### src/rtl/ser_tx_pkg.sv
package ser_tx_pkg;

  localparam logic [1:0] TXM_NORMAL  = 2'd0;
  localparam logic [1:0] TXM_NETWORK = 2'd1;
  localparam logic [1:0] TXM_GATED   = 2'd2;

  function automatic logic [4:0] wlen_bits(input logic [1:0] sel);
    case (sel)
      2'd0:    wlen_bits = 5'd8;
      2'd1:    wlen_bits = 5'd10;
      2'd2:    wlen_bits = 5'd12;
      default: wlen_bits = 5'd16;
    endcase
  endfunction

endpackage

### src/rtl/ser_tx_fifo.sv
module ser_tx_fifo #(
  parameter int DW    = 16,
  parameter int DEPTH = 8
) (
  input  logic          clk,
  input  logic          rst,
  input  logic          clr,
  input  logic          wr_en,
  input  logic [DW-1:0] wr_data,
  input  logic          rd_en,
  output logic [DW-1:0] rd_data,
  output logic          full,
  output logic          empty
);
  localparam int AW = $clog2(DEPTH);

  logic [DW-1:0] mem_q [DEPTH];
  logic [AW:0]   wptr_q, rptr_q;
  logic          wr_ok, rd_ok;

  assign empty   = (wptr_q == rptr_q);
  assign full    = (wptr_q[AW] != rptr_q[AW]) && (wptr_q[AW-1:0] == rptr_q[AW-1:0]);
  assign wr_ok   = wr_en && !full;
  assign rd_ok   = rd_en && !empty;
  assign rd_data = mem_q[rptr_q[AW-1:0]];

  always_ff @(posedge clk) begin
    if (wr_ok) mem_q[wptr_q[AW-1:0]] <= wr_data;
  end

  always_ff @(posedge clk) begin
    if (rst || clr) begin
      wptr_q <= '0;
      rptr_q <= '0;
    end else begin
      if (wr_ok) wptr_q <= wptr_q + 1'b1;
      if (rd_ok) rptr_q <= rptr_q + 1'b1;
    end
  end

  AST_NO_POP_EMPTY: assert property (@(posedge clk) disable iff (rst) rd_en |-> !empty);
  AST_FULL_HOLDS: assert property (@(posedge clk) disable iff (rst) (full && !rd_en && !clr) |=> full);

endmodule

### src/rtl/ser_tx_frame.sv
module ser_tx_frame
  import ser_tx_pkg::*;
#(
  parameter int SLOTS = 32,
  parameter int SW    = $clog2(SLOTS)
) (
  input  logic             clk,
  input  logic             rst,
  input  logic             clr,
  input  logic             tick,
  input  logic             fsync,
  input  logic [1:0]       mode,
  input  logic             fs_early,
  input  logic [SW-1:0]    slot_last,
  input  logic [SLOTS-1:0] slot_mask,
  input  logic             word_end,
  input  logic             busy,
  input  logic             fifo_empty,
  output logic             load,
  output logic             drive,
  output logic             pop,
  output logic             underrun_set
);
  logic          fs_prev_q, pend_q, in_frame_q;
  logic [SW-1:0] slot_q;
  logic          fs_rise, start_now, is_net, is_gated, next_ok;
  logic          begin_w, want;
  logic [SW-1:0] new_slot;

  assign fs_rise   = fsync && !fs_prev_q;
  assign start_now = fs_early ? pend_q : fs_rise;
  assign is_net    = (mode == TXM_NETWORK);
  assign is_gated  = (mode == TXM_GATED);
  assign next_ok   = in_frame_q && word_end && (slot_q != slot_last);

  always_comb begin
    begin_w  = 1'b0;
    new_slot = slot_q;
    want     = 1'b1;
    if (is_gated) begin
      begin_w = (!busy || word_end) && !fifo_empty;
    end else if (is_net) begin
      if (start_now) begin
        begin_w  = 1'b1;
        new_slot = '0;
      end else if (next_ok) begin
        begin_w  = 1'b1;
        new_slot = slot_q + SW'(1);
      end
      want = slot_mask[new_slot];
    end else begin
      begin_w = start_now;
    end
  end

  assign load         = tick && begin_w;
  assign drive        = want && !fifo_empty;
  assign pop          = load && drive;
  assign underrun_set = load && want && fifo_empty && !is_gated;

  always_ff @(posedge clk) begin
    if (rst || clr) begin
      fs_prev_q  <= 1'b0;
      pend_q     <= 1'b0;
      in_frame_q <= 1'b0;
      slot_q     <= '0;
    end else if (tick) begin
      fs_prev_q <= fsync;
      pend_q    <= fs_rise && fs_early && !is_gated;
      if (load && is_net) begin
        slot_q     <= new_slot;
        in_frame_q <= 1'b1;
      end else if (word_end) begin
        in_frame_q <= 1'b0;
      end
    end
  end

  AST_SLOT_IN_FRAME: assert property (@(posedge clk) disable iff (rst) (in_frame_q && $stable(slot_last)) |-> slot_q <= slot_last);
  AST_MASKED_NO_POP: assert property (@(posedge clk) disable iff (rst) (load && is_net && !slot_mask[new_slot]) |-> !pop);

endmodule

### src/rtl/ser_tx_shift.sv
module ser_tx_shift #(
  parameter int DW = 16,
  parameter int CW = $clog2(DW + 1)
) (
  input  logic          clk,
  input  logic          rst,
  input  logic          clr,
  input  logic          tick,
  input  logic          load,
  input  logic          drive,
  input  logic [CW-1:0] wlen,
  input  logic [DW-1:0] din,
  output logic          sd_out,
  output logic          sd_oe,
  output logic          busy,
  output logic          word_end
);
  logic [DW-1:0] shift_q;
  logic [CW-1:0] left_q;
  logic          busy_q, oe_q;

  assign word_end = busy_q && (left_q == CW'(1));
  assign sd_out   = shift_q[DW-1];
  assign sd_oe    = oe_q;
  assign busy     = busy_q;

  always_ff @(posedge clk) begin
    if (rst || clr) begin
      shift_q <= '0;
      left_q  <= '0;
      busy_q  <= 1'b0;
      oe_q    <= 1'b0;
    end else if (tick) begin
      if (load) begin
        busy_q <= 1'b1;
        left_q <= wlen;
        oe_q   <= drive;
        if (drive) shift_q <= din << (CW'(DW) - wlen);
      end else if (busy_q) begin
        if (word_end) begin
          busy_q <= 1'b0;
          oe_q   <= 1'b0;
        end else begin
          left_q  <= left_q - CW'(1);
          shift_q <= shift_q << 1;
        end
      end
    end
  end

  AST_OE_NEEDS_WORD: assert property (@(posedge clk) disable iff (rst) oe_q |-> busy_q);
  AST_COUNT_LIVE: assert property (@(posedge clk) disable iff (rst) busy_q |-> (left_q != '0));

endmodule

### src/rtl/ser_slot_tx.sv
module ser_slot_tx
  import ser_tx_pkg::*;
#(
  parameter int DW    = 16,
  parameter int DEPTH = 8,
  parameter int SLOTS = 32,
  parameter int SW    = $clog2(SLOTS)
) (
  input  logic             clk,
  input  logic             rst,
  input  logic             port_en,
  input  logic [1:0]       mode,
  input  logic [1:0]       wlen_sel,
  input  logic             fs_early,
  input  logic [SW-1:0]    slot_last,
  input  logic [SLOTS-1:0] slot_mask,
  input  logic             wr_valid,
  input  logic [DW-1:0]    wr_data,
  input  logic             bit_tick,
  input  logic             fsync,
  output logic             fifo_full,
  output logic             fifo_empty,
  output logic             underrun,
  output logic             sd_out,
  output logic             sd_oe,
  output logic             gclk_en
);
  localparam int CW = $clog2(DW + 1);

  logic          clr, tick, wr_en;
  logic [DW-1:0] head;
  logic          load, drive, pop, underrun_set;
  logic          busy, word_end;
  logic          underrun_q;

  assign clr   = !port_en;
  assign tick  = bit_tick && port_en;
  assign wr_en = wr_valid && port_en;

  ser_tx_fifo #(.DW(DW), .DEPTH(DEPTH)) u_fifo (
    .clk(clk), .rst(rst), .clr(clr),
    .wr_en(wr_en), .wr_data(wr_data),
    .rd_en(pop), .rd_data(head),
    .full(fifo_full), .empty(fifo_empty)
  );

  ser_tx_frame #(.SLOTS(SLOTS), .SW(SW)) u_frame (
    .clk(clk), .rst(rst), .clr(clr), .tick(tick),
    .fsync(fsync), .mode(mode), .fs_early(fs_early),
    .slot_last(slot_last), .slot_mask(slot_mask),
    .word_end(word_end), .busy(busy), .fifo_empty(fifo_empty),
    .load(load), .drive(drive), .pop(pop), .underrun_set(underrun_set)
  );

  ser_tx_shift #(.DW(DW), .CW(CW)) u_shift (
    .clk(clk), .rst(rst), .clr(clr), .tick(tick),
    .load(load), .drive(drive), .wlen(CW'(wlen_bits(wlen_sel))),
    .din(head),
    .sd_out(sd_out), .sd_oe(sd_oe), .busy(busy), .word_end(word_end)
  );

  always_ff @(posedge clk) begin
    if (rst || clr)        underrun_q <= 1'b0;
    else if (underrun_set) underrun_q <= 1'b1;
  end

  assign underrun = underrun_q;
  assign gclk_en  = busy && (mode == TXM_GATED);

  AST_DISABLED_QUIET: assert property (@(posedge clk) disable iff (rst) !port_en |=> (!sd_oe && fifo_empty && !underrun));
  AST_UNDERRUN_STICKY: assert property (@(posedge clk) disable iff (rst) (port_en && underrun) |=> underrun);
  AST_HOLD_OFF_TICK: assert property (@(posedge clk) disable iff (rst) (port_en && !bit_tick) |=> ($stable(sd_out) && $stable(sd_oe)));
  AST_GATE_HAS_DATA: assert property (@(posedge clk) disable iff (rst) (gclk_en && $stable(mode)) |-> sd_oe);

endmodule

### config.mk
export PLATFORM = sky130hd
export DESIGN_NAME = ser_slot_tx
export DESIGN_NICKNAME = d
export VERILOG_FILES = /design/src/rtl/ser_tx_pkg.sv /design/src/rtl/ser_tx_fifo.sv /design/src/rtl/ser_tx_frame.sv /design/src/rtl/ser_tx_shift.sv /design/src/rtl/ser_slot_tx.sv
export SDC_FILE = /design/constraint.sdc
export NUM_CORES = 1
export LEC_CHECK = 0
export ABC_CLOCK_PERIOD_IN_PS = 3950
export BUFFER_PORTS_ARGS = -buffer_cell sky130_fd_sc_hd__buf_2
export CAP_MARGIN = 20
export CORE_MARGIN = 5
export CORE_UTILIZATION = 45
export CTS_CLUSTER_DIAMETER = 30
export DETAILED_ROUTE_END_ITERATION = 12
export GPL_TIMING_DRIVEN = 0
export PLACE_DENSITY = 0.65
export SYNTH_ARGS = -nofsm -noshare
export SYNTH_HDL_FRONTEND = slang
export SYNTH_SLANG_ARGS = --single-unit
### constraint.sdc
create_clock -name clk -period 3.95 [get_ports clk]
set_input_delay 0.395 -clock clk [delete_from_list [all_inputs] [get_ports clk]]
set_output_delay 0.395 -clock clk [all_outputs]
set_load 0.05 [all_outputs]
---- After elaboration in Yosys (flattened, before gate mapping) ----
Memories as Yosys holds them, arrays and structs flattened. A register that Yosys moved wholly into a read port is not among the register bits.
Cells that the tools add are included.
word-level totals
  register bits after elaboration ......... 40
  RAM bits ................................ 128
  input bits .............................. 64
  output and inout port bits .............. 6
  logic and storage cells ................. 100
  memories ................................ 1
memory list
  memory        depth  bits a word  read ports  clocked after Yosys merged registers in  write ports  line               RTL
  u_fifo.mem_q  8      16           1           1                                        1            ser_tx_fifo.sv:17  logic [DW-1:0] mem_q [DEPTH];
operators by class
  $add $sub $neg .......................... 5
  magnitude comparators ................... 1
  eq/ne operators ......................... 11
  shift operators ......................... 1
  mux-type cells .......................... 32
  bitwise gates (word level) .............. 1
  reduce and logical (&&, ||, !) cells .... 37
operators with widths
  operator               count
  $mux W16               4
  $mux W5                7
  $logic_and A1 B1 Y1    20
  $mux W1                17
  $shl A16 B5 Y16        1
  $pmux W5 S3            1
  $add A4 B1 Y4 const B  2
  $reduce_and A4 Y1      2
  $logic_not A1 Y1       6
  $lt A5 B6 Y1 const B   1
  $mux W3                2
  $reduce_and A3 Y1      2
  $reduce_bool A2 Y1     3
  $add A5 B1 Y5 const B  1
  $bmux W1 S5            1
  $eq A5 B1 Y1 const B   1
  $ne A5 B5 Y1           1
  $sub A5 B1 Y5 const B  1
  $sub A5 B5 Y5 const A  1
  $eq A2 B1 Y1 const B   2
  $eq A2 B2 Y1 const B   2
  $eq A4 B4 Y1           1
  $ne A2 B2 Y1 const B   2
  $eq A3 B3 Y1           1
  other kinds (5)        6

---- Depth between registers and ports, before layout ----
Gate-level depths: netlist (run 1).
  word-level depth ........................ 17
  mapped depth ............................ 15
  mapped depth without buffers ............ 13

---- Hierarchy ----
Synthesis (run 1) repeated with hierarchy kept, for this count alone.
unflattened totals
  cells, all modules ...................... 671
  area, all modules ....................... 8,996.1 sq um
by module, submodules not included
  module        times used  cells an instance  area an instance (sq um)  sequential area each (sq um)
  ser_tx_fifo   1           271                5,696.7                   4,063.9
  ser_tx_shift  1           214                1,878.1                   460.4
  ser_tx_frame  1           173                1,337.5                   160.2
  ser_slot_tx   1           13                 83.8                      20.0

---- Least setup slack after synthesis (run 1) ----
OpenSTA, ideal clock, no wires.
  path kind ............................... register -> register
  start ................................... register u_fifo.wptr_q[0]
  end ..................................... register u_fifo.wptr_q[3]
  setup time .............................. 0.116 ns
  arrival ................................. 3.384 ns
  required time ........................... 3.834 ns
  setup slack ............................. 0.450 ns
  cell stages (with the launch flop) ...... 9
  buffers on the path ..................... 1
  period minus slack after synthesis ...... 3.500 ns
  cell sequence ........................... dfxtp_1 -> clkbuf_1 -> xor2_1 -> nor4_1 -> nor2_1 -> nand2_1 -> nor2_1 -> xnor2_1 -> nor2_1
on the way
  cells in the longest elaborated chain, start to end .. 4
  elaborated cells between the ends (all ways) .. 5
  classes of those cells .................. add/sub (1); eq/ne (1); reduce/logical (3)
RTL lines
  element                 line               RTL
  from (decl)             ser_tx_fifo.sv:18  logic [AW:0] wptr_q, rptr_q;
  from (signal assigned)  ser_tx_fifo.sv:36  if (wr_ok) wptr_q <= wptr_q + 1'b1;
  $eq A3 B3 Y1            ser_tx_fifo.sv:22  assign full = (wptr_q[AW] != rptr_q[AW]) && (wptr_q[AW-1:0] == rptr_q[AW-1:0]);
  $logic_and A1 B1 Y1     ser_tx_fifo.sv:22
  net fifo_full           ser_slot_tx.sv:21  output logic fifo_full,
  $logic_not A1 Y1        ser_tx_fifo.sv:23  assign wr_ok = wr_en && !full;
  $logic_and A1 B1 Y1     ser_tx_fifo.sv:23
The timed path passes the listed nets, and every way through them passes these cells.
A chain may end at the register's enable or synchronous reset.

---- Final worst setup path (run 1) ----
  start ................................... register u_shift.left_q[1]
  end ..................................... register u_fifo.rptr_q[1]
on the way
  cells in the longest elaborated chain, start to end .. 15
  elaborated cells between the ends (all ways) .. 22
  classes of those cells .................. eq/ne (1); mux (12); reduce/logical (9)
RTL lines
  element                           line                RTL
  from (decl)                       ser_tx_shift.sv:19  logic [CW-1:0] left_q;
  from (signal assigned)            ser_tx_shift.sv:36  left_q <= wlen;
  from (signal assigned)            ser_tx_shift.sv:44  left_q <= left_q - CW'(1);
  $eq A5 B1 Y1 *                    ser_tx_shift.sv:22  assign word_end = busy_q && (left_q == CW'(1));
  $logic_and A1 B1 Y1 *             ser_tx_shift.sv:22
  $logic_and A1 B1 Y1 (2 in a row)  ser_tx_frame.sv:34  assign next_ok = in_frame_q && word_end && (slot_q != slot_last);
  $mux W5                           ser_tx_frame.sv:46  end else if (next_ok) begin
  $mux W5                           ser_tx_frame.sv:43  if (start_now) begin
  $mux W5                           ser_tx_frame.sv:42  end else if (is_net) begin
  $mux W5                           ser_tx_frame.sv:40  if (is_gated) begin
  $bmux W1 S5                       ser_tx_frame.sv:50  want = slot_mask[new_slot];
  $mux W1 (implied by the code)     ser_tx_frame.sv:50
  $mux W1                           ser_tx_frame.sv:42
  $mux W1                           ser_tx_frame.sv:40
  $logic_and A1 B1 Y1               ser_tx_frame.sv:57  assign drive = want && !fifo_empty;
  $logic_and A1 B1 Y1 *             ser_tx_frame.sv:58  assign pop = load && drive;
  $logic_and A1 B1 Y1 *             ser_tx_fifo.sv:24   assign rd_ok = rd_en && !empty;
  to (signal assigned)              ser_tx_fifo.sv:37   if (rd_ok) rptr_q <= rptr_q + 1'b1;
  to (decl)                         ser_tx_fifo.sv:18
Mark *: on every way between the ends. The rest lies on a longest branch, timed or not. The select of a mux whose other input is x is not followed.

==> results.json, run 1 <==
{
  "cts_sinks": 171,
  "dieArea_mm2": 0.02060,
  "critPathMaxFanout": 10,
  "die_x_um": 143.5,
  "clk_path_buf_depth": 2,
  "synth-seq-area-share": 0.5863,
  "grt_pass1_vias": 5092,
  "p_sw_uw": 833.4,
  "clk_latency_ps": 420,
  "cpMostUsedCell": "mux2i_1",
  "grtUsageTotal": 0.1700,
  "io_buffers": 69,
  "vias": 5185,
  "p_clk_frac": 0.416,
  "grt_max_degree": 17,
  "synth_seq_cells": 171,
  "critPathTopFamily": "multiplexers",
  "critPathSlowestCell": "mux2i_2",
  "hold_viol_final": 0,
  "min_period_over_period": 0.9191,
  "leakagePower_nw": 3.210,
  "start_util": 0.4607,
  "synth_area_mm2": 0.008024,
  "internal-power_mw": 2.839,
  "critical_path_depth": 14,
  "postCtsSetupRepairBufs": 0,
  "whs_ps": 234.4,
  "cts_resized": 0,
  "hpwl_mm": 12.35,
  "viasPerCell": 5.557,
  "start_kind": "flip-flop",
  "cts.reportedPaths.clkPinSlew_ps": 60,
  "synth_ff_type": "edfxtp_1",
  "fp-row-count": 48,
  "timing.slew.headroom": 0.3430,
  "synth_cells": 599,
  "post_drt_wl_per_cell_um": 18.09,
  "postSynthAreaPerCell_um2": 13.40,
  "core_area_mm2": 0.01742,
  "swShare": 0.2269,
  "ant_nets": 0,
  "arrival_ps": 3920,
  "p_seq_frac": 0.529,
  "cts_tree": "built",
  "setup_viol": 0,
  "ys_warn_count": 0,
  "overflow": 0,
  "reg2regPathDepth": 14,
  "drc": 0,
  "cp.buffers_inverters": 2,
  "fill_cells": 1467,
  "drtIter0Drc": 357,
  "crit_required_ps": 4240,
  "criticalPathCategory": "reg2reg",
  "drive_gt1_frac": 0.2853,
  "num_io_pins": 70,
  "syn2layout_area_growth_pct": 16.44,
  "ys_types": 58,
  "clockRootBuffer": "clkbuf_16",
  "cts_max_level": 4,
  "ir_drop_mv": 0.3198,
  "p_comb_frac": 0.055,
  "skew_ps": 10.30,
  "crit_path_cell_trace": "inv_1, ha_1, nor4b_2, nand3_1, a21oi_2, mux2i_2, nor2_4, mux2i_1, mux2_2, o22ai_1, o21a_4, buf_6, mux2i_1, nor2_1",
  "cts_hold_buf": 0,
  "hold_depth": 1,
  "slew_violations": 0,
  "power_density_mw_per_mm2": 393.1,
  "firstDrtPassIters": 5,
  "final_nets": 769,
  "cts_buffers": 17,
  "post_dp_cell_area_mm2": 0.008803,
  "max_freq_ghz": 0.2754,
  "instances_no_fill": 933,
  "n_antenna_cell": 0,
  "antenna_found_initial": 1,
  "synth-edff-count": 128,
  "dp_cells": 902,
  "async_flop_share": 0,
  "die_y_um": 143.5,
  "syn-num-nets": 672,
  "maxCapViolCount": 0,
  "gp_congestion": 0.9152,
  "final_area_mm2": 0.009343,
  "fin_crit_ps": 3631,
  "rsz0062_at_grt": "no",
  "hold_class": "in2reg",
  "finalSetupTns_ps": 0,
  "worst_pin_slew_ps": 980.2,
  "wl_mm": 16.88,
  "critical-path-max-stage-delay_ps": 490,
  "worstSetupEndpointType": "flip-flop",
  "grt_pass1_wl_mm": 27.10,
  "status": "finished, final reports clean"
}
-- power by group through the flow --
| stage | combinational [mW] | clock, mW | sequential [mW] |
|---|---|---|---|
| after CTS | 0.201 | 1.56 | 1.94 |
| after detailed placement | 0.199 | 0 | 1.98 |
| after global placement | 0.191 | 0 | 1.98 |
| after floorplan | 0.115 | 0 | 1.98 |
| final | 0.201 | 1.53 | 1.94 |
| after global routing | 0.222 | 1.65 | 1.94 |
-- area by class of cell --
class	instances	area (um2)	share of cell area
Tap cell	225	281.5	0.03013
Timing Repair Buffer	78	473.0	0.05062
Sequential cell	171	4705	0.5035
Multi-Input combinational cell	378	3083	0.3300
Clock inverter	12	106.4	0.01138
Buffer	39	220.2	0.02357
Clock buffer	19	432.9	0.04634
Inverter	11	41.29	0.004419
-- stage by stage --
stage          setup slack (ps)    util  power, mW
6_report                  319.5  0.5364      3.673
5_1_grt                   9.966  0.5364      3.814
4_1_cts                   279.7  0.5364      3.704
3_5_place_dp              325.9  0.5055      2.182
3_3_place_gp             -90.69  0.4967      2.173
2_1_floorplan             450.4       -      2.098
-- path summary, 6_finish.rpt --
kind	endpoint	slack, ps	startpoint
max reg2reg	u_fifo.rptr_q[1]$_SDFFE_PP0P_	320	u_shift.left_q[1]$_SDFFE_PP0P_
max	u_fifo.rptr_q[1]$_SDFFE_PP0P_	320	u_shift.left_q[1]$_SDFFE_PP0P_
min	u_fifo.mem_q[6][8]$_DFFE_PP_	230	wr_data[8]
min reg2reg	u_shift.shift_q[0]$_SDFFE_PP0P_	470	u_shift.shift_q[0]$_SDFFE_PP0P_
-- cell usage after synthesis, types with 4 or more instances --
master | count | share of area
nor2_1 | 58 | 0.027
o221ai_2 | 4 | 0.0075
mux2i_1 | 29 | 0.036
mux2_2 | 13 | 0.018
dfxtp_1 | 43 | 0.11
nor3_1 | 15 | 0.0094
inv_1 | 11 | 0.0051
mux4_2 | 32 | 0.090
buf_2 | 6 | 0.0037
o21ai_2 | 5 | 0.0055
o21ai_1 | 9 | 0.0056
nor4_1 | 5 | 0.0039
nand2_1 | 36 | 0.017
buf_6 | 6 | 0.0084
edfxtp_1 | 128 | 0.48
a211oi_1 | 9 | 0.0084
nand3_1 | 15 | 0.0094
o21ai_0 | 14 | 0.0087
a21oi_1 | 33 | 0.021
xor2_1 | 8 | 0.0087
xnor2_1 | 10 | 0.011
buf_1 | 4 | 0.0019
clkbuf_1 | 18 | 0.0084
o311a_1 | 11 | 0.014
buf_4 | 4 | 0.0037
o221ai_1 | 4 | 0.0044
nand2b_1 | 7 | 0.0055
or2_2 | 4 | 0.0031
a31oi_1 | 6 | 0.0047
ha_1 | 9 | 0.014
-- state kept, by name (all words and copies together), names as in the netlist, 4 cells and up, named ones only --
name	count
u_shift.shift_q	16
u_fifo.rptr_q	4
u_fifo.wptr_q	4
u_shift.left_q	5
u_fifo.mem_q	128
u_frame.slot_q	5
-- metal layers --
layer	GRT usage	routed length (um)	up-vias
met5	0	7	-
met4	0.04163	187	2
met3	0.03760	836	24
met2	0.2875	8495	108
met1	0.2253	7354	2554
li1	-	-	2497
-- cell usage in the layout (no fill, tap or decap), drive strengths merged, types with 3 or more instances in the layout --
cell / instances
mux2: 13
o21ai: 28
nand4: 3
xor2: 8
a211oi: 9
a31oi: 7
a221oi: 3
nor2b: 3
or2: 4
or3: 4
clkinvlp: 3
o221ai: 8
inv: 18
a21oi: 36
dfxtp: 43
nor2: 59
xnor2: 10
mux2i: 30
nand2b: 7
clkbuf: 37
nor3: 16
nor4: 5
nand3: 15
buf: 98
ha: 9
o311a: 11
mux4: 32
edfxtp: 128
nand2: 36
-- cell families after synthesis --
kind of cell,count (synthesis),share of synthesized area
adders and majority gates,9,0.01403
muxes,75,0.1460
buffers and inverters,50,0.03259
DFF,171,0.5863
AOI/OAI and AO/OA,117,0.1074
and+or+nand+nor,159,0.09403
xor gates and xnor gates,18,0.01965
No activity file was read; power rests on OpenSTA's default activity.
==> run 2, diff against run 1 <==
--- a/config.mk
+++ b/config.mk
@@ -5,15 +5,17 @@
 export SDC_FILE = /design/constraint.sdc
 export NUM_CORES = 1
 export LEC_CHECK = 0
-export ABC_CLOCK_PERIOD_IN_PS = 3950
+export ABC_CLOCK_PERIOD_IN_PS = 3050
 export BUFFER_PORTS_ARGS = -buffer_cell sky130_fd_sc_hd__buf_2
 export CAP_MARGIN = 20
+export CELL_PAD_IN_SITES_DETAIL_PLACEMENT = 1
+export CELL_PAD_IN_SITES_GLOBAL_PLACEMENT = 1
 export CORE_MARGIN = 5
-export CORE_UTILIZATION = 45
+export CORE_UTILIZATION = 44
 export CTS_CLUSTER_DIAMETER = 30
 export DETAILED_ROUTE_END_ITERATION = 12
 export GPL_TIMING_DRIVEN = 0
-export PLACE_DENSITY = 0.65
+export PLACE_DENSITY = 0.77
 export SYNTH_ARGS = -nofsm -noshare
 export SYNTH_HDL_FRONTEND = slang
 export SYNTH_SLANG_ARGS = --single-unit
==> constraint.sdc (replaced) <==
create_clock -name clk -period 3.05 [get_ports clk]
set_input_delay 0.305 -clock clk [delete_from_list [all_inputs] [get_ports clk]]
set_output_delay 0.305 -clock clk [all_outputs]
set_load 0.05 [all_outputs]
==> results.json, run 2 (synthesis gave the netlist of run 1 again) <==
{
  "start_kind": "flip-flop",
  "dp_cells": 905,
  "drtIter0Drc": 363,
  "max_freq_ghz": 0.3072,
  "arrival_ps": 3550,
  "grt_pass1_wl_mm": 33.20,
  "largest_reg_flops": 128,
  "reg2regPathDepth": 15,
  "power_density_mw_per_mm2": 495.4,
  "post_drt_wl_per_cell_um": 22.27,
  "wl_mm": 21.42,
  "cts_max_level": 4,
  "violations": "setup timing",
  "final_cell_mix": "edfxtp_1 (128), buf_2 (74), nor2_1 (51), dfxtp_1 (40), nand2_1 (36)",
  "drive_gt1_frac": 0.3424,
  "hold_class": "in2reg",
  "fill_cells": 1802,
  "status": "finished with violations",
  "clockRootBuffer": "clkbuf_16",
  "utilization": 0.5490,
  "criticalPathCategory": "reg2reg",
  "fin_crit_ps": 3255,
  "instances_no_fill": 962,
  "cts_hold_buf": 0,
  "skew_ps": 12.83,
  "drc": 0,
  "preCtsSetupSlack_ps": -634.2,
  "die_x_um": 145.0,
  "whs_ps": 135.7,
  "core_area_mm2": 0.01796,
  "crit_required_ps": 3350,
  "vias": 5611,
  "start_util": 0.4467,
  "hold_depth": 1,
  "clk_path_buf_depth": 2,
  "io_buffers": 69,
  "clk_latency_ps": 430,
  "rsz0062_at_grt": "yes",
  "critPathMaxFanout": 7,
  "setup_slack_ps": -205.1,
  "gp_congestion": 0.8277,
  "firstDrtPassIters": 4,
  "timing.slew.headroom": 0.4088,
  "grtUsageTotal": 0.1993,
  "maxCapViolCount": 0,
  "min_period_over_period": 1.067,
  "fp-row-count": 49,
  "die_y_um": 145.0,
  "cts_buffers": 17,
  "ir_drop_mv": 0.4421,
  "antenna_found_initial": 1,
  "layout.cells.most_common": "edfxtp_1",
  "cts_sinks": 171,
  "hpwl_mm": 14.66,
  "overflow": 0,
  "syn2layout_area_growth_pct": 22.91,
  "slew_violations": 0,
  "setup_viol": 23,
  "num_io_pins": 70,
  "final_nets": 793,
  "dieArea_mm2": 0.02104,
  "leakagePower_nw": 3.406,
  "cts_tree": "built",
  "viasPerCell": 5.833,
  "worst_pin_slew_ps": 882.0,
  "grt_max_degree": 17,
  "hold_viol_final": 0,
  "n_antenna_cell": 0,
  "grt_pass1_vias": 5905,
  "ant_nets": 0,
  "cts.reportedPaths.clkPinSlew_ps": 70,
  "worstSetupEndpointType": "flip-flop"
}
[run 2: cell count changes in the layout (fill, tap and decap cells not counted), moves of 3 or more]
cell,previous run,this run
buf_4,4,21
clkbuf_1,20,16
clkinv_1,0,4
xnor2_1,10,6
a21oi_4,0,3
buf_12,0,3
dfxtp_1,43,40
dfxtp_2,0,3
xnor2_2,0,3
[run 2: path summary, 6_finish.rpt]
| check | to | start | slack, ps |
|---|---|---|---|
| worst max-delay path | u_fifo.rptr_q[1]$_SDFFE_PP0P_ | u_shift.left_q[1]$_SDFFE_PP0P_ | -210 |
| worst max register to register | u_fifo.rptr_q[1]$_SDFFE_PP0P_ | u_shift.left_q[1]$_SDFFE_PP0P_ | -210 |
| worst min register to register | underrun$_SDFFE_PP0P_ | underrun$_SDFFE_PP0P_ | 480 |
| worst min-delay path | u_fifo.mem_q[3][1]$_DFFE_PP_ | wr_data[1] | 140 |
[run 2: cell type report]
| type | count | area, um2 | share of cell area |
|---|---|---|---|
| Sequential cell | 171 | 4708 | 0.4774 |
| Timing Repair Buffer | 102 | 720.7 | 0.07308 |
| Buffer | 39 | 256.5 | 0.02601 |
| Clock buffer | 17 | 425.4 | 0.04314 |
| Tap cell | 229 | 286.5 | 0.02905 |
| Clock inverter | 15 | 137.6 | 0.01396 |
| Multi-Input combinational cell | 378 | 3286 | 0.3332 |
| Inverter | 11 | 41.29 | 0.004187 |
[run 2: repair_timing]
action,4_1_cts,5_1_grt
gates resized for setup,36,16
pin swaps,8,6
endpoints found under the setup margin,29,28
setup buffers,16,6
gates cloned,2,1
[run 2: layer usage]
layer | GRT usage | vias to the layer above | share of wire
li1 | - | 2548 | -
met1 | 0.2499 | 2885 | 0.43
met2 | 0.3452 | 139 | 0.52
met3 | 0.04210 | 37 | 0.035
met4 | 0.06450 | 2 | 0.021
met5 | 0 | - | 0.00061
[run 2: stage by stage]
step / area [um2] / TNS (ps) / total power, mW
3_5_place_dp: 8808 / -12750 / 2.839
2_1_floorplan: 8030 / 0 / 2.717
5_1_grt: 9862 / -6884 / 5.050
4_1_cts: 9706 / -3107 / 4.908
6_report: 9862 / -3883 / 4.885
3_3_place_gp: 8662 / -52860 / 2.818
[run 2: report_power, final]
part	leakage, nW	switching, mW	internal, mW
clock network	0.270	0.943	1.14
registers	1.50	0.00638	2.51
logic	1.63	0.178	0.109
total	3.41	1.13	3.76
[run 2: critical path, cell delays in order, from the launching register on]
cell and delay, ps:
dfxtp_2 330, inv_2 80, ha_4 130, or4b_4 490, a2111oi_4 260, a21oi_4 70, and3_4 200, buf_2 150
mux2i_1 130, a32oi_1 200, nand2_1 100, o211ai_2 240, o21a_4 300, buf_12 170, mux2i_4 220, nor2_1 60
